### config.mk
export PLATFORM = sky130hd
export DESIGN_NAME = ratio_shift_seq
export DESIGN_NICKNAME = d
export VERILOG_FILES = /design/src/rtl/rss_pkg.sv /design/src/rtl/rss_step_plan.sv /design/src/rtl/rss_refresh_rom.sv /design/src/rtl/rss_wait_timer.sv /design/src/rtl/ratio_shift_seq.sv
export SDC_FILE = /design/constraint.sdc
export NUM_CORES = 1
export LEC_CHECK = 0
export BUFFER_PORTS_ARGS = -buffer_cell sky130_fd_sc_hd__buf_2
export CAP_MARGIN = 20
export CORE_MARGIN = 5
export CORE_UTILIZATION = 59
export DETAILED_ROUTE_END_ITERATION = 10
export PLACE_DENSITY_LB_ADDON = 0.2
export SKIP_LAST_GASP = 1
export SLEW_MARGIN = 20
export SYNTH_ARGS = -nofsm -noshare
export SYNTH_HDL_FRONTEND = slang
export SYNTH_SLANG_ARGS = --single-unit
### constraint.sdc
create_clock -name clk -period 6.94 [get_ports clk]
set_input_delay 0.347 -clock clk [delete_from_list [all_inputs] [get_ports clk]]
set_output_delay 0.347 -clock clk [all_outputs]
set_load 0.005 [all_outputs]
### src/rtl/rss_pkg.sv
package rss_pkg;

    localparam int CODE_W   = 3;
    localparam int CNT_LSB  = 8;
    localparam int CNT_W    = 7;
    localparam int SREF_BIT = 16;

    localparam logic [CODE_W-1:0] RATIO_1 = 3'b000;
    localparam logic [CODE_W-1:0] RATIO_2 = 3'b001;
    localparam logic [CODE_W-1:0] RATIO_4 = 3'b011;
    localparam logic [CODE_W-1:0] RATIO_6 = 3'b010;
    localparam logic [CODE_W-1:0] RATIO_8 = 3'b100;

    typedef enum logic [2:0] {
        OP_NONE,
        OP_SREF_CLR,
        OP_SREF_SET,
        OP_DIV,
        OP_CNT
    } op_e;

    typedef struct packed {
        op_e op0;
        op_e op1;
        op_e op2;
    } plan_t;

    typedef enum logic [1:0] {
        S_IDLE,
        S_OP,
        S_WAIT
    } state_e;

    // Divisor of a ratio code; 0 marks an undefined code.
    function automatic logic [3:0] code_div(logic [CODE_W-1:0] c);
        case (c)
            RATIO_1: return 4'd1;
            RATIO_2: return 4'd2;
            RATIO_4: return 4'd4;
            RATIO_6: return 4'd6;
            RATIO_8: return 4'd8;
            default: return 4'd0;
        endcase
    endfunction

    function automatic logic code_ok(logic [CODE_W-1:0] c);
        return code_div(c) != 4'd0;
    endfunction

    // 64-cycle units in 7.8 us at base_mhz/div.
    function automatic logic [CNT_W-1:0] refresh_units(int unsigned base_mhz, int unsigned div);
        int unsigned v;
        v = (base_mhz * 78) / (640 * div);
        if (v > 127) v = 127;
        return v[CNT_W-1:0];
    endfunction

    function automatic op_e op_at(plan_t p, logic [1:0] idx);
        case (idx)
            2'd0:    return p.op0;
            2'd1:    return p.op1;
            2'd2:    return p.op2;
            default: return OP_NONE;
        endcase
    endfunction

endpackage

### src/rtl/rss_step_plan.sv
module rss_step_plan
    import rss_pkg::*;
(
    input  logic [CODE_W-1:0] from_code_i,
    input  logic [CODE_W-1:0] to_code_i,
    output plan_t             plan_o,
    output logic              slowing_o
);
    logic [3:0] fd;
    logic [3:0] td;

    always_comb begin
        fd        = code_div(from_code_i);
        td        = code_div(to_code_i);
        slowing_o = td > fd;
        plan_o.op2 = OP_NONE;
        if (fd == 4'd2 && td == 4'd1) begin
            plan_o.op0 = OP_SREF_CLR;
            plan_o.op1 = OP_DIV;
            plan_o.op2 = OP_CNT;
        end else if (fd == 4'd1 && td == 4'd2) begin
            plan_o.op0 = OP_CNT;
            plan_o.op1 = OP_DIV;
            plan_o.op2 = OP_SREF_SET;
        end else if (td > fd) begin
            plan_o.op0 = OP_CNT;
            plan_o.op1 = OP_DIV;
        end else begin
            plan_o.op0 = OP_DIV;
            plan_o.op1 = OP_CNT;
        end
    end
endmodule

### src/rtl/rss_refresh_rom.sv
module rss_refresh_rom
    import rss_pkg::*;
#(
    parameter int unsigned BASE_MHZ = 500
) (
    input  logic [CODE_W-1:0] code_i,
    output logic [CNT_W-1:0]  cnt_o
);
    localparam int N_CODES = 1 << CODE_W;

    logic [CNT_W-1:0] rom [N_CODES];

    for (genvar c = 0; c < N_CODES; c++) begin : g_ent
        localparam logic [3:0] DV = code_div(CODE_W'(c));
        if (DV == 4'd0) begin : g_undef
            assign rom[c] = '0;
        end else begin : g_def
            assign rom[c] = refresh_units(BASE_MHZ, 32'(DV));
        end
    end

    assign cnt_o = rom[code_i];
endmodule

### src/rtl/rss_wait_timer.sv
module rss_wait_timer #(
    parameter int WAIT_W = 20
) (
    input  logic              clk,
    input  logic              rst,
    input  logic              load_i,
    input  logic [WAIT_W-1:0] load_val_i,
    output logic              last_o
);
    logic [WAIT_W-1:0] cnt_q;

    always_ff @(posedge clk) begin
        if (rst)                cnt_q <= '0;
        else if (load_i)        cnt_q <= load_val_i;
        else if (cnt_q != '0)   cnt_q <= cnt_q - 1'b1;
    end

    assign last_o = (cnt_q == WAIT_W'(1));
endmodule

### src/rtl/ratio_shift_seq.sv
module ratio_shift_seq
    import rss_pkg::*;
#(
    parameter int unsigned BASE_MHZ     = 500,
    parameter int          LOCK_CYC     = 16,
    parameter int          REFRESH_UNIT = 64,
    parameter int          WAIT_W       = 20,
    parameter int          MCTL_W       = 17
) (
    input  logic              clk,
    input  logic              rst,
    input  logic              req_valid_i,
    input  logic [2:0]        req_ratio_i,
    output logic              busy_o,
    output logic              done_o,
    output logic              err_o,
    input  logic [2:0]        mode_rd_i,
    output logic              mode_wr_o,
    output logic [2:0]        mode_wr_data_o,
    input  logic [MCTL_W-1:0] mctl_rd_i,
    output logic              mctl_wr_o,
    output logic [MCTL_W-1:0] mctl_wr_data_o
);
    state_e           state_q;
    logic [2:0]       step_from_q, step_to_q, final_to_q;
    logic             two_step_q;
    logic [1:0]       op_idx_q;
    logic             done_q, err_q;

    plan_t            plan;
    logic             slowing;
    logic [CNT_W-1:0] new_cnt, old_cnt;
    op_e              cur_op, next_op;
    logic             step_end, need_drain, tmr_load, tmr_last, advance;
    logic [WAIT_W-1:0] drain_len, tmr_val;
    logic             req_bad, req_same, req_split;

    rss_step_plan u_plan (
        .from_code_i (step_from_q),
        .to_code_i   (step_to_q),
        .plan_o      (plan),
        .slowing_o   (slowing)
    );

    rss_refresh_rom #(.BASE_MHZ(BASE_MHZ)) u_rom (
        .code_i (step_to_q),
        .cnt_o  (new_cnt)
    );

    rss_wait_timer #(.WAIT_W(WAIT_W)) u_tmr (
        .clk        (clk),
        .rst        (rst),
        .load_i     (tmr_load),
        .load_val_i (tmr_val),
        .last_o     (tmr_last)
    );

    always_comb begin
        cur_op    = op_at(plan, op_idx_q);
        next_op   = (op_idx_q == 2'd2) ? OP_NONE : op_at(plan, op_idx_q + 2'd1);
        step_end  = (next_op == OP_NONE);
        old_cnt   = mctl_rd_i[CNT_LSB +: CNT_W];
        drain_len = WAIT_W'(REFRESH_UNIT) * (WAIT_W'(old_cnt) + WAIT_W'(new_cnt))
                    * WAIT_W'(code_div(step_from_q));
        need_drain = slowing && !mctl_rd_i[SREF_BIT] && (drain_len != '0);
        tmr_load  = (state_q == S_OP) &&
                    ((cur_op == OP_DIV) || ((cur_op == OP_CNT) && need_drain));
        tmr_val   = (cur_op == OP_DIV) ? WAIT_W'(LOCK_CYC) : drain_len;
        advance   = ((state_q == S_OP) && !tmr_load) || ((state_q == S_WAIT) && tmr_last);

        mode_wr_o      = (state_q == S_OP) && (cur_op == OP_DIV);
        mode_wr_data_o = step_to_q;
        mctl_wr_o      = (state_q == S_OP) &&
                         ((cur_op == OP_CNT) || (cur_op == OP_SREF_CLR) || (cur_op == OP_SREF_SET));
        mctl_wr_data_o = mctl_rd_i;
        case (cur_op)
            OP_CNT:      mctl_wr_data_o[CNT_LSB +: CNT_W] = new_cnt;
            OP_SREF_CLR: mctl_wr_data_o[SREF_BIT] = 1'b0;
            OP_SREF_SET: mctl_wr_data_o[SREF_BIT] = 1'b1;
            default: ;
        endcase

        req_bad   = !code_ok(req_ratio_i) || !code_ok(mode_rd_i);
        req_same  = (req_ratio_i == mode_rd_i);
        req_split = ((mode_rd_i == RATIO_1) && (code_div(req_ratio_i) > 4'd2)) ||
                    ((code_div(mode_rd_i) > 4'd2) && (req_ratio_i == RATIO_1));
    end

    always_ff @(posedge clk) begin
        if (rst) begin
            state_q     <= S_IDLE;
            step_from_q <= RATIO_1;
            step_to_q   <= RATIO_1;
            final_to_q  <= RATIO_1;
            two_step_q  <= 1'b0;
            op_idx_q    <= 2'd0;
            done_q      <= 1'b0;
            err_q       <= 1'b0;
        end else begin
            done_q <= 1'b0;
            err_q  <= 1'b0;
            case (state_q)
                S_IDLE: begin
                    if (req_valid_i) begin
                        if (req_bad) begin
                            err_q  <= 1'b1;
                            done_q <= 1'b1;
                        end else if (req_same) begin
                            done_q <= 1'b1;
                        end else begin
                            step_from_q <= mode_rd_i;
                            step_to_q   <= req_split ? RATIO_2 : req_ratio_i;
                            final_to_q  <= req_ratio_i;
                            two_step_q  <= req_split;
                            op_idx_q    <= 2'd0;
                            state_q     <= S_OP;
                        end
                    end
                end
                default: begin
                    if (tmr_load) state_q <= S_WAIT;
                    if (advance) begin
                        if (!step_end) begin
                            op_idx_q <= op_idx_q + 2'd1;
                            state_q  <= S_OP;
                        end else if (two_step_q) begin
                            step_from_q <= step_to_q;
                            step_to_q   <= final_to_q;
                            two_step_q  <= 1'b0;
                            op_idx_q    <= 2'd0;
                            state_q     <= S_OP;
                        end else begin
                            done_q  <= 1'b1;
                            state_q <= S_IDLE;
                        end
                    end
                end
            endcase
        end
    end

    assign busy_o = (state_q != S_IDLE);
    assign done_o = done_q;
    assign err_o  = err_q;


    div_code_chk: assert property (@(posedge clk) disable iff (rst)
        mode_wr_o |-> code_ok(mode_wr_data_o));

    lock_quiet_chk: assert property (@(posedge clk) disable iff (rst)
        mode_wr_o |=> !mode_wr_o && !mctl_wr_o);

    mctl_keep_chk: assert property (@(posedge clk) disable iff (rst)
        mctl_wr_o |-> (mctl_wr_data_o[CNT_LSB-1:0] == mctl_rd_i[CNT_LSB-1:0]) &&
                      (mctl_wr_data_o[CNT_LSB+CNT_W] == mctl_rd_i[CNT_LSB+CNT_W]));

    sref_off_chk: assert property (@(posedge clk) disable iff (rst)
        (mode_wr_o && mode_wr_data_o == RATIO_1) |-> !mctl_rd_i[SREF_BIT]);

    err_done_chk: assert property (@(posedge clk) disable iff (rst)
        err_o |-> done_o);

    done_idle_chk: assert property (@(posedge clk) disable iff (rst)
        done_o |-> !busy_o);
endmodule

# Word level (Yosys, flattened, before mapping)
# Memory sizes are Yosys's and may differ from the RTL's.
# Index checks and enable logic that the tools add are counted.
[word_totals] regBits=36 romBits=56 output_inout_bits=25 elab_cells=167 mem_count=1
[mem_list] memory="(no name shown)" words=8 word_bits=7 read_ports=1 rd_clocked_by_memory_dff=0 write_ports=0 line="rss_refresh_rom.sv:22" rtl="assign cnt_o = rom[code_i];"
[classes] add_sub_neg=3 multipliers=1 order_cmp=4 n_eq_ne=36 muxes=62 n_bitwise=5 n_reduce_logical=46
[ops] operator="4-bit one-hot mux with 5 select lines" count=4
[ops] operator="3-bit two-way mux" count=16
[ops] operator="20-bit two-way mux" count=2
[ops] operator="20-bit nonzero test" count=2
[ops] operator="3-bit by 2-bit == test with 1-bit output (second input constant)" count=10
[ops] operator="2-bit two-way mux" count=14
[ops] operator="7-bit two-way mux" count=3
[ops] operator="20-bit by 1-bit == test with 1-bit output (second input constant)" count=1
[ops] operator="20-bit by 1-bit subtractor with 20-bit output (second input constant)" count=1
[ops] operator="18-bit two-way mux" count=1
[ops] operator="3-bit one-hot mux with 3 select lines" count=2
[ops] operator="1-bit two-way mux" count=16
[ops] operator="3-bit by 1-bit == test with 1-bit output (second input constant)" count=5
[ops] operator="3-bit == test (second input constant)" count=5
[ops] operator="3-bit logical NOT" count=5
[ops] operator="1-bit logical AND" count=12
[ops] operator="8-bit by 4-bit multiplier with 12-bit output" count=1
[ops] operator="6-bit two-way mux" count=2
[ops] operator="5-bit AND reduction" count=2
[ops] operator="2-bit nonzero test" count=5
[ops] operator="9-bit two-way mux" count=1
[ops] operator="7-bit by 7-bit adder with 8-bit output" count=1
[ops] operator="4-bit by 1-bit == test with 1-bit output (second input constant)" count=2
[ops] operator="4-bit by 2-bit == test with 1-bit output (second input constant)" count=2
[ops] operator="other kinds (20)" count=42

# Longest topological paths before layout
# Gate-level depths: netlist of the first run.
[logic_depth] ltp_word=16 ltp_mapped=28 ltp_nobuf=25

# Hierarchy
# A second synthesis of the first run with hierarchy kept.
[hier_totals] hier_cells=557 hier_area_um2=4290.4
[modules_own_cells] mod="ratio_shift_seq" n_inst=1 cells_per_inst=357 area_each_um2=2788.9
[modules_own_cells] mod="rss_wait_timer" n_inst=1 cells_per_inst=159 area_each_um2=1191.1
[modules_own_cells] mod="rss_step_plan" n_inst=1 cells_per_inst=31 area_each_um2=247.7
[modules_own_cells] mod="rss_refresh_rom" n_inst=1 cells_per_inst=10 area_each_um2=62.6

# Worst setup path before layout of the first run
# OpenSTA, ideal clock, no wires.
[synth_timing] path_kind="register to register" startpoint="register step_to_q[2], in the netlist mode_wr_data_o[2]" endpoint="register step_to_q[0], in the netlist mode_wr_data_o[0]" setup_time_ps=121 arrival_ps=5556 required_time_ps=6819 path_slack_ps=1264 stages_incl_launch_ff=27 n_path_buf=1 period_less_slack_ps=5676 cell_sequence="dfxtp_1 -> clkbuf_1 -> inv_1 -> nor3_1 -> o21bai_1 -> ha_1 -> fa_1 -> a21oi_1 -> nor2_1 -> nor2_1 -> o21bai_1 -> a21oi_1 -> xnor2_1 -> nand3_1 -> fa_1 -> fa_1 -> inv_1 -> ha_1 -> a21oi_1 -> o21ai_0 -> a41o_1 -> xor2_1 -> nor4_2 -> a31oi_4 -> o21ai_4 -> nand3_2 -> mux2_2"
[synth_between] elab_chain_cells=16
[synth_lines] item="start: declaration" line="ratio_shift_seq.sv:25" rtl="logic [2:0] step_from_q, step_to_q, final_to_q;"
[synth_lines] item="start signal: assignment" line="ratio_shift_seq.sv:112" rtl="step_to_q <= req_split ? RATIO_2 : req_ratio_i;"
[synth_lines] item="start signal: assignment" line="ratio_shift_seq.sv:128" rtl="step_to_q <= final_to_q;"
[synth_lines] item="3-bit inverter with 4-bit output (not written as such) (tied with other cells)" line="rss_refresh_rom.sv:22"
[synth_lines] item="memory 8 x 7 bit or 4-bit one-hot mux with 5 select lines (tied branches)"
[synth_lines] item="7-bit two-way mux (not written as such) (tied with other cells) (2 in series)" line="rss_refresh_rom.sv:22"
[synth_lines] item="7-bit by 7-bit adder with 8-bit output (tied with other cells)" line="ratio_shift_seq.sv:63" rtl="drain_len = WAIT_W'(REFRESH_UNIT) * (WAIT_W'(old_cnt) + WAIT_W'(new_cnt))"
[synth_lines] item="8-bit by 4-bit multiplier with 12-bit output or 9-bit two-way mux (tied branches)" line="ratio_shift_seq.sv:64, rss_step_plan.sv:17"
[synth_lines] item="20-bit nonzero test or 3-bit one-hot mux with 3 select lines (tied branches)" line="ratio_shift_seq.sv:65, rss_pkg.sv:59"
[synth_lines] item="1-bit logical AND or 3-bit == test (tied branches)" line="ratio_shift_seq.sv:65, ratio_shift_seq.sv:67"
[synth_lines] item="1-bit logical AND" line="ratio_shift_seq.sv:67" rtl="((cur_op == OP_DIV) || ((cur_op == OP_CNT) && need_drain));"
[synth_lines] item="1-bit logical OR" line="ratio_shift_seq.sv:67"
[synth_lines] item="1-bit logical AND" line="ratio_shift_seq.sv:66" rtl="tmr_load = (state_q == S_OP) &&"
[synth_lines] item="1-bit logical NOT" line="ratio_shift_seq.sv:69" rtl="advance = ((state_q == S_OP) && !tmr_load) || ((state_q == S_WAIT) && tmr_last);"
[synth_lines] item="1-bit logical AND" line="ratio_shift_seq.sv:69"
[synth_lines] item="1-bit logical OR" line="ratio_shift_seq.sv:69"
[synth_lines] item="2-bit nonzero test (no source line)"
[synth_lines] item="6-bit AND reduction (no source line) *"
# Every way passes the cells marked *; elsewhere a longest branch is shown, timed or not. The select of a mux whose other input is x is not followed.
# A chain may end at the register's enable or synchronous reset.

# Final worst setup path of the first run
[layout_timing] startpoint="register step_to_q[2], in the netlist mode_wr_data_o[2]" endpoint="register u_tmr.cnt_q[18]"
[layout_between] elab_chain_cells=12
[layout_lines] item="3-bit inverter with 4-bit output (not written as such) (tied with other cells)" line="rss_refresh_rom.sv:22"
[layout_lines] item="memory 8 x 7 bit or 4-bit one-hot mux with 5 select lines (tied branches)"
[layout_lines] item="7-bit two-way mux (not written as such) (tied with other cells) (2 in series)" line="rss_refresh_rom.sv:22"
[layout_lines] item="7-bit by 7-bit adder with 8-bit output (tied with other cells)" line="ratio_shift_seq.sv:63"
[layout_lines] item="8-bit by 4-bit multiplier with 12-bit output or 9-bit two-way mux (tied branches)" line="ratio_shift_seq.sv:64, rss_step_plan.sv:17"
[layout_lines] item="20-bit nonzero test or 3-bit one-hot mux with 3 select lines (tied branches)" line="ratio_shift_seq.sv:65, rss_pkg.sv:59"
[layout_lines] item="1-bit logical AND or 3-bit == test (tied branches)" line="ratio_shift_seq.sv:65, ratio_shift_seq.sv:67"
[layout_lines] item="1-bit logical AND" line="ratio_shift_seq.sv:67"
[layout_lines] item="1-bit logical OR *" line="ratio_shift_seq.sv:67"
[layout_lines] item="1-bit logical AND *" line="ratio_shift_seq.sv:66"
[layout_lines] item="20-bit two-way mux or 2-bit nonzero test (tied branches)"
[layout_lines] item="end signal: assignment" line="rss_wait_timer.sv:14" rtl="else if (load_i) cnt_q <= load_val_i;"
[layout_lines] item="end signal: assignment" line="rss_wait_timer.sv:15" rtl="else if (cnt_q != '0) cnt_q <= cnt_q - 1'b1;"
[layout_lines] item="end: declaration" line="rss_wait_timer.sv:10" rtl="logic [WAIT_W-1:0] cnt_q;"
# Marked as above.

==> results of run 1 <==
-- worst max-delay path by stage --
stage / start / to / slack [ps] / depth (start not counted)
after floorplan: mode_wr_data_o[2]$_SDFFE_PP0P_ / mode_wr_data_o[0]$_SDFFE_PP0P_ / 1260 / 26
after global placement: mode_wr_data_o[2]$_SDFFE_PP0P_ / u_tmr.cnt_q[6]$_SDFFE_PP0P_ / 700 / 25
after detailed placement: mode_wr_data_o[2]$_SDFFE_PP0P_ / u_tmr.cnt_q[18]$_SDFFE_PP0P_ / 520 / 25
after CTS: mode_wr_data_o[2]$_SDFFE_PP0P_ / u_tmr.cnt_q[18]$_SDFFE_PP0P_ / 490 / 25
after global routing: mode_wr_data_o[2]$_SDFFE_PP0P_ / u_tmr.cnt_q[18]$_SDFFE_PP0P_ / 50 / 25
final: mode_wr_data_o[2]$_SDFFE_PP0P_ / u_tmr.cnt_q[18]$_SDFFE_PP0P_ / 430 / 25
-- state kept, by name, indices dropped and copies added (netlist names) --
name            flops
done_o              1
step_from_q         3
two_step_q          1
op_idx_q            2
err_o               1
final_to_q          3
state_q             2
u_tmr.cnt_q        20
mode_wr_data_o      3
-- logic make-up (layout without fill, tap and decap cells) --
logic type / count (synthesis) / count (layout) / synth area share, %
fa+ha+maj: 46 / 46 / 17.4
xor+xnor: 33 / 33 / 7.65
compound gates: 112 / 112 / 22.1
flops: 36 / 36 / 18.6
mux: 11 / 11 / 3.03
simple gates: 180 / 180 / 23.0
buf+inv: 71 / 87 / 8.29
-- routing by layer --
metal | routed length, um | global-route usage [%]
met1 | 4250 | 27.5
met2 | 4330 | 35.0
met4 | 78 | 5.01
met5 | 0 | 0
met3 | 362 | 4.05
-- stage by stage --
stage	util, %	std cells	setup WS, ps	hold slack [ps]	instance area [sq um]
finish	64.2	582	426	377	4100
global route	64.2	582	48.9	393	4100
CTS	64.2	582	489	367	4100
detailed placement	62.5	574	517	490	3990
global placement	62.5	574	704	473	3990
floorplan	-	489	1260	449	3880
-- cell type report --
cell class / instances / area (sq um)
Multi-Input combinational cell: 382 / 2840
Sequential cell: 36 / 721
Timing Repair Buffer: 32 / 160
Fill cell: 561 / 2280
Tap cell: 77 / 96.3
Inverter: 47 / 176
Clock buffer: 5 / 68.8
Clock inverter: 3 / 42.5
-- synthesized netlist by cell type (all sizes together) (3+ instances only) --
cell type and n:
nor2b 7, xnor2 25, o21ai 25, and2 6
or3 6, o211ai 4, buf 16, nor3 19
mux2i 5, nand4 4, a221oi 6, nor2 59
nand3b 3, fa 13, dfxtp 36, inv 46
nand2b 5, and3 6, o22ai 4, a211oi 8
mux2 6, nor4 8, nand2 37, a21oi 27
clkbuf 8, ha 33, o31ai 4, a21o 4
or4 3, nand3 12, xor2 8, o21bai 3
-- worst min-delay path, delay by kind of cell --
family / cells / cell delay, ps
compound gates: 1 / 50
buf+inv: 1 / 120
simple gates: 1 / 110
-- cells in the final DEF, fill, tap and decap left out, types with 5 or more instances in the layout --
cell type / count
sky130_fd_sc_hd__xor2_1: 8
sky130_fd_sc_hd__nand2b_1: 5
sky130_fd_sc_hd__o21ai_0: 21
sky130_fd_sc_hd__buf_2: 32
sky130_fd_sc_hd__ha_1: 33
sky130_fd_sc_hd__nor4_1: 7
sky130_fd_sc_hd__or3_1: 6
sky130_fd_sc_hd__fa_1: 13
sky130_fd_sc_hd__dfxtp_1: 36
sky130_fd_sc_hd__clkbuf_8: 5
sky130_fd_sc_hd__a211oi_1: 8
sky130_fd_sc_hd__a21oi_1: 27
sky130_fd_sc_hd__xnor2_1: 24
sky130_fd_sc_hd__nand3_1: 11
sky130_fd_sc_hd__a221oi_2: 5
sky130_fd_sc_hd__and2_1: 5
sky130_fd_sc_hd__mux2i_1: 5
sky130_fd_sc_hd__mux2_2: 6
sky130_fd_sc_hd__nor2_1: 59
sky130_fd_sc_hd__nor2b_1: 7
sky130_fd_sc_hd__inv_1: 46
sky130_fd_sc_hd__nor3_1: 18
sky130_fd_sc_hd__and3_1: 6
sky130_fd_sc_hd__nand2_1: 36
==> reports/metrics.cfg, run 1 <==
[min_path]
hold_path_class=in -> reg
min_delay_src=req_valid_i
hold_end=err_o$_SDFF_PP0_
whs_path_depth=3

[global_route]
grt_util_all_layers_pct=20.8
grt_max_degree=33
leftover_overflow_at_the_end_of_global_routing=0
first_global_vias=3151
antenna_found_initial=0
grt_pass1_wl_um=14500

[synth]
seq_cells_post_synth=36
synth.avg_cell_area_sq_um=7.93
synthDistinctLibCells=71
ys_async_sr_fraction_pct=0
synth_top_flop_cell=sky130_fd_sc_hd__dfxtp_1
synth_edf_count=0
synth_area_leaders=sky130_fd_sc_hd__dfxtp_1 (19%), sky130_fd_sc_hd__ha_1 (11%), sky130_fd_sc_hd__fa_1 (6.7%)
synth_seq_area_share_pct=18.6
syn_nets=561
yosys.area.top_type_share_pct=18.6
synth_warnings=0
yosysTopAreaCell=sky130_fd_sc_hd__dfxtp_1
synthesis.instances=489
post_synthesis_cell_area_sq_um=3880

[sta]
clock.fmax_ghz=0.154
timing.max_slew.rel_slack_pct=47.2
worst_clock_skew_ps=6.33
rsz0062_at_grt=no
finalHoldViolCount=0
max_slew.worst_pin.slew_ps=790
setup-tns-final_ps=0
setup_viol=0
post-route-period-util_pct=93.9
pins_over_slew_limit=0
fin_crit_ps=6510

[clock_network]
worst_setup_hold_path_clk_slew_ps=80
htree_levels=2
post-cts-setup-buffers=0
ctsResizeCount=0
worst_skew_pair.late_latency_ps=290
clock_sinks=36
cts_buffers=5
cts_buffer_depth=2
tritoncts=done
clock_root_cell=sky130_fd_sc_hd__clkbuf_8
cts-hold-fix-buffers=0

[layout]
insertedDiodeCount=0
layout-area-overhead-vs-synth_pct=5.74
final_layout_size_suffix_gt1_share_pct=13.3
number_of_nets_in_the_finished_design=576

[worst_setup_path]
worstPathArrival_ps=6740
setup.worst_path.end_class=flop
critPathKind=reg -> reg
timing.critical_path.mode_cell=sky130_fd_sc_hd__a21oi_1
cp.required_ps=7160
cp_slowest_stage_delay_ps=560
timing.rr.end=u_tmr.cnt_q[18]$_SDFFE_PP0P_
critical_path_peak_fanout=14
r2r-start=mode_wr_data_o[2]$_SDFFE_PP0P_
timing.reg2reg.setup_slack_ps=430
cpMaxStageDelayCell=sky130_fd_sc_hd__fa_1
crit_family=adder cells
setup.worst_path.start_class=flop
timing.critical_path.buf_inv=2
reg2regPathDepth=25

[route]
routed_wl_um=9020
wire_per_inst_um=15.5
num_vias=3460
route.antenna.remaining_nets=0
first_iter_violations=109
route.detailed.drc=0
drt-pass1-iter-count=4
detail_route.vias_per_cell=5.95

[run_status]
run_status=finished, final reports clean

[flow_run]
timing.max_cap.violations=0

[place]
post-dp-hpwl_um=7260
place.port_buffers=32
gp_routability_congestion=0.871

[die]
io-pin-count=51
core-area_sq_um=6390
start_util_pct=60.7
dieArea_sq_um=8300
chipHeight_um=91.1
std_cell_rows=29
die_x_extent_um=91.1

Power of run 1 is left out: the tool's default activity adds up to more than one toggle a clock period on the data nets, which glitch-free logic cannot reach.
==> run 2: changes to the inputs <==
Settings changed: RECOVER_POWER from default to 25.
==> run 2 against run 1 <==
Critical endpoint unchanged. Register-to-register slack hardly changed. Highest routed layer unchanged. Via count decreased by 0.17%. Worst hold slack about the same. Largest cell class unchanged.
==> reports/metrics.cfg, run 2 (synthesis results as in run 1) <==
[place]
post-dp-hpwl_um=7260  ; unchanged
gp_routability_congestion=0.871  ; unchanged
place.port_buffers=32  ; unchanged

[clock_network]
cts_buffer_depth=2  ; unchanged
cts-hold-fix-buffers=0  ; unchanged
ctsResizeCount=0  ; unchanged
post-cts-setup-buffers=0  ; unchanged
worst_skew_pair.late_latency_ps=290  ; about the same
cts_buffers=5  ; unchanged
clock_sinks=36  ; unchanged
htree_levels=2  ; unchanged
clock_root_cell=sky130_fd_sc_hd__clkbuf_8  ; unchanged
tritoncts=done  ; unchanged
worst_setup_hold_path_clk_slew_ps=80  ; about the same

[layout]
n_fill_cell=561  ; unchanged
largest-register=u_tmr.cnt_q  ; unchanged
final_layout_size_suffix_gt1_share_pct=12.5  ; was 13.3%
number_of_nets_in_the_finished_design=576  ; unchanged
layout.cells.most_common=sky130_fd_sc_hd__nor2_1  ; unchanged
most-common-layout-cells=sky130_fd_sc_hd__nor2_1 (59), sky130_fd_sc_hd__inv_1 (46), sky130_fd_sc_hd__nand2_1 (36), sky130_fd_sc_hd__dfxtp_1 (36), sky130_fd_sc_hd__ha_1 (33)  ; unchanged
insertedDiodeCount=0  ; unchanged
layout-area-overhead-vs-synth_pct=5.61  ; was 5.74%
largest_reg_flops=20  ; unchanged

[die]
std_cell_rows=29  ; unchanged
core-area_sq_um=6390  ; unchanged
io-pin-count=51  ; unchanged
dieArea_sq_um=8300  ; unchanged
start_util_pct=60.7  ; unchanged
chipHeight_um=91.1  ; unchanged
die_x_extent_um=91.1  ; unchanged

[sta]
post-route-period-util_pct=93.8  ; was 93.9%
clock.fmax_ghz=0.154  ; about the same
setup_viol=0  ; unchanged
finalHoldViolCount=0  ; unchanged
rsz0062_at_grt=no  ; unchanged
worst_clock_skew_ps=6.39  ; was 6.33 ps
setup-tns-final_ps=0  ; unchanged
pins_over_slew_limit=0  ; unchanged
timing.max_slew.rel_slack_pct=47.0  ; was 47.2%
fin_crit_ps=6510  ; about the same
max_slew.worst_pin.slew_ps=792  ; was 790 ps

[route]
route.detailed.drc=0  ; unchanged
first_iter_violations=101  ; was 109
detail_route.vias_per_cell=5.93  ; was 5.95
routed_wl_um=9000  ; was 9020 um
num_vias=3454  ; was 3460
drt-pass1-iter-count=5  ; was 4
wire_per_inst_um=15.5  ; about the same
route.antenna.remaining_nets=0  ; unchanged

[global_route]
grt_max_degree=33  ; unchanged
grt_pass1_wl_um=14500  ; unchanged
grt_util_all_layers_pct=20.8  ; unchanged
antenna_found_initial=0  ; unchanged
leftover_overflow_at_the_end_of_global_routing=0  ; unchanged
first_global_vias=3151  ; unchanged

[worst_setup_path]
setup.worst_path.end_class=flop  ; unchanged
setup.worst_path.start_class=flop  ; unchanged
worstPathArrival_ps=6730  ; was 6740 ps
critPathKind=reg -> reg  ; unchanged
cp.required_ps=7160  ; about the same
critical_path_peak_fanout=14  ; unchanged

[flow_run]
timing.max_cap.violations=0  ; unchanged

[min_path]
hold_path_class=in -> reg  ; unchanged

[run_status]
run_status=finished, final reports clean  ; unchanged

==> run 2: cell types whose count changed in the layout (fill, tap and decap cells not counted), sizes merged <==
cell    change
buf         -3
clkbuf      +3
==> run 2: worst max-delay path, stage by stage (launching register included) <==
cell	delay, ps
sky130_fd_sc_hd__dfxtp_1	430
sky130_fd_sc_hd__inv_1	230
sky130_fd_sc_hd__nor3_1	100
sky130_fd_sc_hd__o21bai_1	190
sky130_fd_sc_hd__ha_1	230
sky130_fd_sc_hd__fa_1	410
sky130_fd_sc_hd__a21oi_1	140
sky130_fd_sc_hd__nor2_1	50
sky130_fd_sc_hd__nor2_1	240
sky130_fd_sc_hd__o21bai_1	100
sky130_fd_sc_hd__a21oi_1	260
sky130_fd_sc_hd__xnor2_1	190
sky130_fd_sc_hd__nand3_1	130
sky130_fd_sc_hd__fa_1	490
sky130_fd_sc_hd__fa_1	560
sky130_fd_sc_hd__inv_1	50
sky130_fd_sc_hd__ha_1	370
sky130_fd_sc_hd__a21oi_1	160
sky130_fd_sc_hd__o21ai_0	90
sky130_fd_sc_hd__a41o_1	220
sky130_fd_sc_hd__xor2_1	180
sky130_fd_sc_hd__nor4_2	390
sky130_fd_sc_hd__a31oi_4	190
sky130_fd_sc_hd__o21ai_2	490
sky130_fd_sc_hd__nand2b_1	340
sky130_fd_sc_hd__a21oi_1	210
==> run 2: final cells by class <==
| cell class | instances | area (sq um) | share of cell area [%] |
|---|---|---|---|
| Clock inverter | 3 | 42.5 | 1.04 |
| Multi-Input combinational cell | 382 | 2840 | 69.2 |
| Sequential cell | 36 | 721 | 17.6 |
| Inverter | 47 | 176 | 4.31 |
| Timing Repair Buffer | 32 | 155 | 3.79 |
| Tap cell | 77 | 96.3 | 2.35 |
| Clock buffer | 5 | 68.8 | 1.68 |
==> run 2: through the flow <==
step	cell area, sq um	util (%)	hold slack, ps	std cells	setup slack (ps)
final	4100	64.1	377	582	431
after detailed placement	3990	62.5	490	574	517
after global routing	4100	64.1	393	582	47.7
after floorplan	3880	-	449	489	1260
after global placement	3990	62.5	473	574	704
after CTS	4100	64.2	367	582	489
==> run 2: path summary, 6_finish.rpt <==
| path | startpoint | endpoint | slack (ps) | depth (start not counted) |
|---|---|---|---|---|
| worst max-delay path | mode_wr_data_o[2]$_SDFFE_PP0P_ | u_tmr.cnt_q[18]$_SDFFE_PP0P_ | 430 | 25 |
| worst min-delay path | req_valid_i | err_o$_SDFF_PP0_ | 380 | 3 |
| worst max register to register | mode_wr_data_o[2]$_SDFFE_PP0P_ | u_tmr.cnt_q[18]$_SDFFE_PP0P_ | 430 | 25 |
| worst min register to register | u_tmr.cnt_q[18]$_SDFFE_PP0P_ | u_tmr.cnt_q[18]$_SDFFE_PP0P_ | 500 | 2 |
==> run 2: routing by layer <==
metal | GRT usage (%) | routed length, um | share of wire [%]
met1 | 27.5 | 4180 | 46
met2 | 35.0 | 4320 | 48
met3 | 4.05 | 420 | 4.7
met4 | 5.01 | 78 | 0.87
met5 | 0 | 0 | 0
Power of run 2 is left out for the same reason.
==> run 3: changes to the inputs <==
Settings changed: ABC_AREA from default to 1, BUFFER_PORTS_ARGS -buffer_cell sky130_fd_sc_hd__buf_2 to -buffer_cell sky130_fd_sc_hd__clkbuf_2, CORE_UTILIZATION 59 to 60.
==> run 3 against run 2 <==
Worst setup slack improved by 1000 ps. Maximum frequency is 18% higher. Design area increased by 4.2%. Critical endpoint is now two_step_q$_SDFFE_PP0P_.
==> reports/metrics.cfg, run 3 <==
[synth]
yosysTopAreaCell=sky130_fd_sc_hd__dfxtp_1  ; unchanged
synth_adder_area_share_pct=16.9  ; was 17.4%
area_share_of_and_or_nand_nor_cells_after_synthesis_pct=37.7  ; was 23.0%
yosys.area_share.xor_xnor_pct=5.06  ; was 7.65%
syn_nets=676  ; was 561
synth_top_family_by_area=simple AND/OR/NAND/NOR gates  ; unchanged
synth_seq_area_share_pct=18.1  ; was 18.6%
seq_cells_post_synth=36  ; unchanged
synth_area_leaders=sky130_fd_sc_hd__dfxtp_1 (18%), sky130_fd_sc_hd__nand2_1 (12%), sky130_fd_sc_hd__ha_1 (10%)  ; was sky130_fd_sc_hd__dfxtp_1 (19%), sky130_fd_sc_hd__ha_1 (11%), sky130_fd_sc_hd__fa_1 (6.7%)
synth.avg_cell_area_sq_um=6.59  ; was 7.93 sq um
synth_compound_area_share_pct=9.21  ; was 22.1%
post_synthesis_cell_area_sq_um=3980  ; was 3880 sq um
synth_top_flop_cell=sky130_fd_sc_hd__dfxtp_1  ; unchanged
yosys.area.top_type_share_pct=18.1  ; was 18.6%
synth_edf_count=0  ; unchanged
synthMostInstantiatedCell=sky130_fd_sc_hd__nand2_1  ; was sky130_fd_sc_hd__nor2_1
synthTopCellsByCount=sky130_fd_sc_hd__nand2_1 (127), sky130_fd_sc_hd__inv_1 (98), sky130_fd_sc_hd__nor2_1 (87)  ; was sky130_fd_sc_hd__nor2_1 (59), sky130_fd_sc_hd__inv_1 (46), sky130_fd_sc_hd__dfxtp_1 (36), sky130_fd_sc_hd__nand2_1 (36), sky130_fd_sc_hd__ha_1 (33)
synth_mux_area_share_pct=0  ; was 3.03%
ys_async_sr_fraction_pct=0  ; unchanged
synth_warnings=0  ; unchanged
synthDistinctLibCells=44  ; was 71
synthesis.instances=604  ; was 489

[sta]
pins_over_slew_limit=0  ; unchanged
max_slew.worst_pin.slew_ps=1030  ; was 792 ps
finalHoldViolCount=0  ; unchanged
fin_crit_ps=5500  ; was 6510 ps
rsz0062_at_grt=no  ; unchanged
post-route-period-util_pct=79.3  ; was 93.8%
worst_clock_skew_ps=8.08  ; was 6.39 ps
setup_viol=0  ; unchanged
timing.max_slew.rel_slack_pct=30.9  ; was 47.0%
setup-tns-final_ps=0  ; unchanged
clock.fmax_ghz=0.182  ; was 0.154 GHz

[layout]
multi_input_comb_area_sq_um=2740  ; was 2840 sq um
layout-area-overhead-vs-synth_pct=7.26  ; was 5.61%
number_of_nets_in_the_finished_design=699  ; was 576
storage_cell_area_sq_um=721  ; unchanged
largest_reg_flops=20  ; unchanged
insertedDiodeCount=0  ; unchanged
most-common-layout-cells=sky130_fd_sc_hd__nand2_1 (127), sky130_fd_sc_hd__inv_1 (98), sky130_fd_sc_hd__nor2_1 (87)  ; was sky130_fd_sc_hd__nor2_1 (59), sky130_fd_sc_hd__inv_1 (46), sky130_fd_sc_hd__nand2_1 (36), sky130_fd_sc_hd__dfxtp_1 (36), sky130_fd_sc_hd__ha_1 (33)
layout.cells.most_common=sky130_fd_sc_hd__nand2_1  ; was sky130_fd_sc_hd__nor2_1
n_fill_cell=582  ; was 561
largest-register=u_tmr.cnt_q  ; unchanged
final_layout_size_suffix_gt1_share_pct=12.3  ; was 12.5%

[route]
route.detailed.drc=0  ; unchanged
met3_wirelength_um=331  ; was 420 um
num_vias=3766  ; was 3454
detail_route.vias_per_cell=5.34  ; was 5.93
top_signal_layer_used=met4  ; unchanged
routedLengthMet1_um=4100  ; was 4180 um
first_iter_violations=145  ; was 101
route.antenna.remaining_nets=0  ; unchanged
drt-pass1-iter-count=5  ; unchanged
wire_per_inst_um=12.6  ; was 15.5 um
routed_wl_um=8850  ; was 9000 um
detailroute.wirelength.met2_um=4290  ; was 4320 um

[clock_network]
worst_skew_pair.late_latency_ps=290  ; about the same
clock_root_cell=sky130_fd_sc_hd__clkbuf_8  ; unchanged
htree_levels=2  ; unchanged
worst_setup_hold_path_clk_slew_ps=70  ; was 80 ps
post-cts-setup-buffers=0  ; unchanged
ctsResizeCount=0  ; unchanged
cts-hold-fix-buffers=0  ; unchanged
cts_buffer_depth=2  ; unchanged
tritoncts=done  ; unchanged
clock_sinks=36  ; unchanged
cts_buffers=5  ; unchanged

[global_route]
grt_pass1_wl_um=15600  ; was 14500 um
leftover_overflow_at_the_end_of_global_routing=0  ; unchanged
grt_max_degree=20  ; was 33
first_global_vias=3517  ; was 3151
antenna_found_initial=0  ; unchanged
grt_util_all_layers_pct=21.7  ; was 20.8%

[place]
gp_routability_congestion=0.900  ; was 0.871
post-dp-hpwl_um=7120  ; was 7260 um
place.port_buffers=32  ; unchanged

[flow_run]
timing.max_cap.violations=0  ; unchanged

[worst_setup_path]
cpMaxStageDelayCell=sky130_fd_sc_hd__fa_1  ; unchanged
critical_path_peak_fanout=18  ; was 14
cp_slowest_stage_delay_ps=540  ; was 560 ps
setup.worst_path.start_class=flop  ; unchanged
critPathKind=reg -> reg  ; unchanged
worstPathArrival_ps=5690  ; was 6730 ps
setup.worst_path.end_class=flop  ; unchanged
cp.required_ps=7120  ; was 7160 ps

[run_status]
run_status=finished, final reports clean  ; unchanged

[die]
core-area_sq_um=6390  ; unchanged
std_cell_rows=29  ; unchanged
chipHeight_um=91.4  ; was 91.1 um
io-pin-count=51  ; unchanged
die_x_extent_um=91.4  ; was 91.1 um
start_util_pct=62.3  ; was 60.7%
dieArea_sq_um=8360  ; was 8300 sq um

[min_path]
hold_path_class=in -> reg  ; unchanged

-- run 3: cell count changes after synthesis, moves of 11 or more --
| cell | change |
|---|---|
| sky130_fd_sc_hd__nor2_1 | +28 |
| sky130_fd_sc_hd__nor3_1 | -11 |
| sky130_fd_sc_hd__xnor2_1 | -13 |
| sky130_fd_sc_hd__nand3_1 | +24 |
| sky130_fd_sc_hd__inv_1 | +52 |
| sky130_fd_sc_hd__nand2_1 | +91 |
-- run 3: worst paths after layout --
kind	from	endpoint	slack, ps	depth (start not counted)
max	mode_wr_data_o[1]$_SDFFE_PP0P_	two_step_q$_SDFFE_PP0P_	1440	31
min	req_valid_i	err_o$_SDFF_PP0_	310	3
max reg2reg	mode_wr_data_o[1]$_SDFFE_PP0P_	two_step_q$_SDFFE_PP0P_	1440	31
min reg2reg	final_to_q[2]$_SDFFE_PP0P_	final_to_q[2]$_SDFFE_PP0P_	450	2
-- run 3: final cells by class --
cell class,instances,area share (%)
clock buffers,5,1.61
clock inverters,3,2.11
inverters,104,9.26
multi-input cells,448,64.2
flip-flops and latches,36,16.9
well taps,77,2.26
repair buffers,32,3.66
-- run 3: layer usage --
layer | vias up | global-route usage, %
li1 | 1949 | -
met1 | 1718 | 30.0
met2 | 80 | 35.8
met3 | 19 | 2.89
met4 | 0 | 5.01
met5 | - | 0
-- run 3: stage by stage --
| stage | hold slack, ps | utilization [%] | worst slack (ps) | cells | instance area [sq um] |
|---|---|---|---|---|---|
| final | 315 | 66.8 | 1440 | 705 | 4270 |
| after global routing | 330 | 66.8 | 801 | 705 | 4270 |
| after CTS | 307 | 66.9 | 1440 | 705 | 4270 |
| after detailed placement | 448 | 64.4 | 1490 | 697 | 4110 |
| after global placement | 435 | 64.4 | 1610 | 697 | 4110 |
| after floorplan | 424 | - | 1920 | 604 | 3980 |
-- run 3: kinds of logic after synthesis --
logic type | after synthesis
DFF | 36
AOI/OAI and AO/OA | 68
xor gates and xnor gates | 23
adders and majority gates | 46
and+or+nand+nor | 311
buffers and inverters | 120
-- run 3: critical path: cells and delay by family, from the launching register on --
kind	cells	cell delay, ps
AOI/OAI and AO/OA	6	1070
xor gates and xnor gates	1	160
adders and majority gates	5	1780
buffers and inverters	3	220
DFF	1	410
and+or+nand+nor	16	1730
Power of run 3 is left out for the same reason.
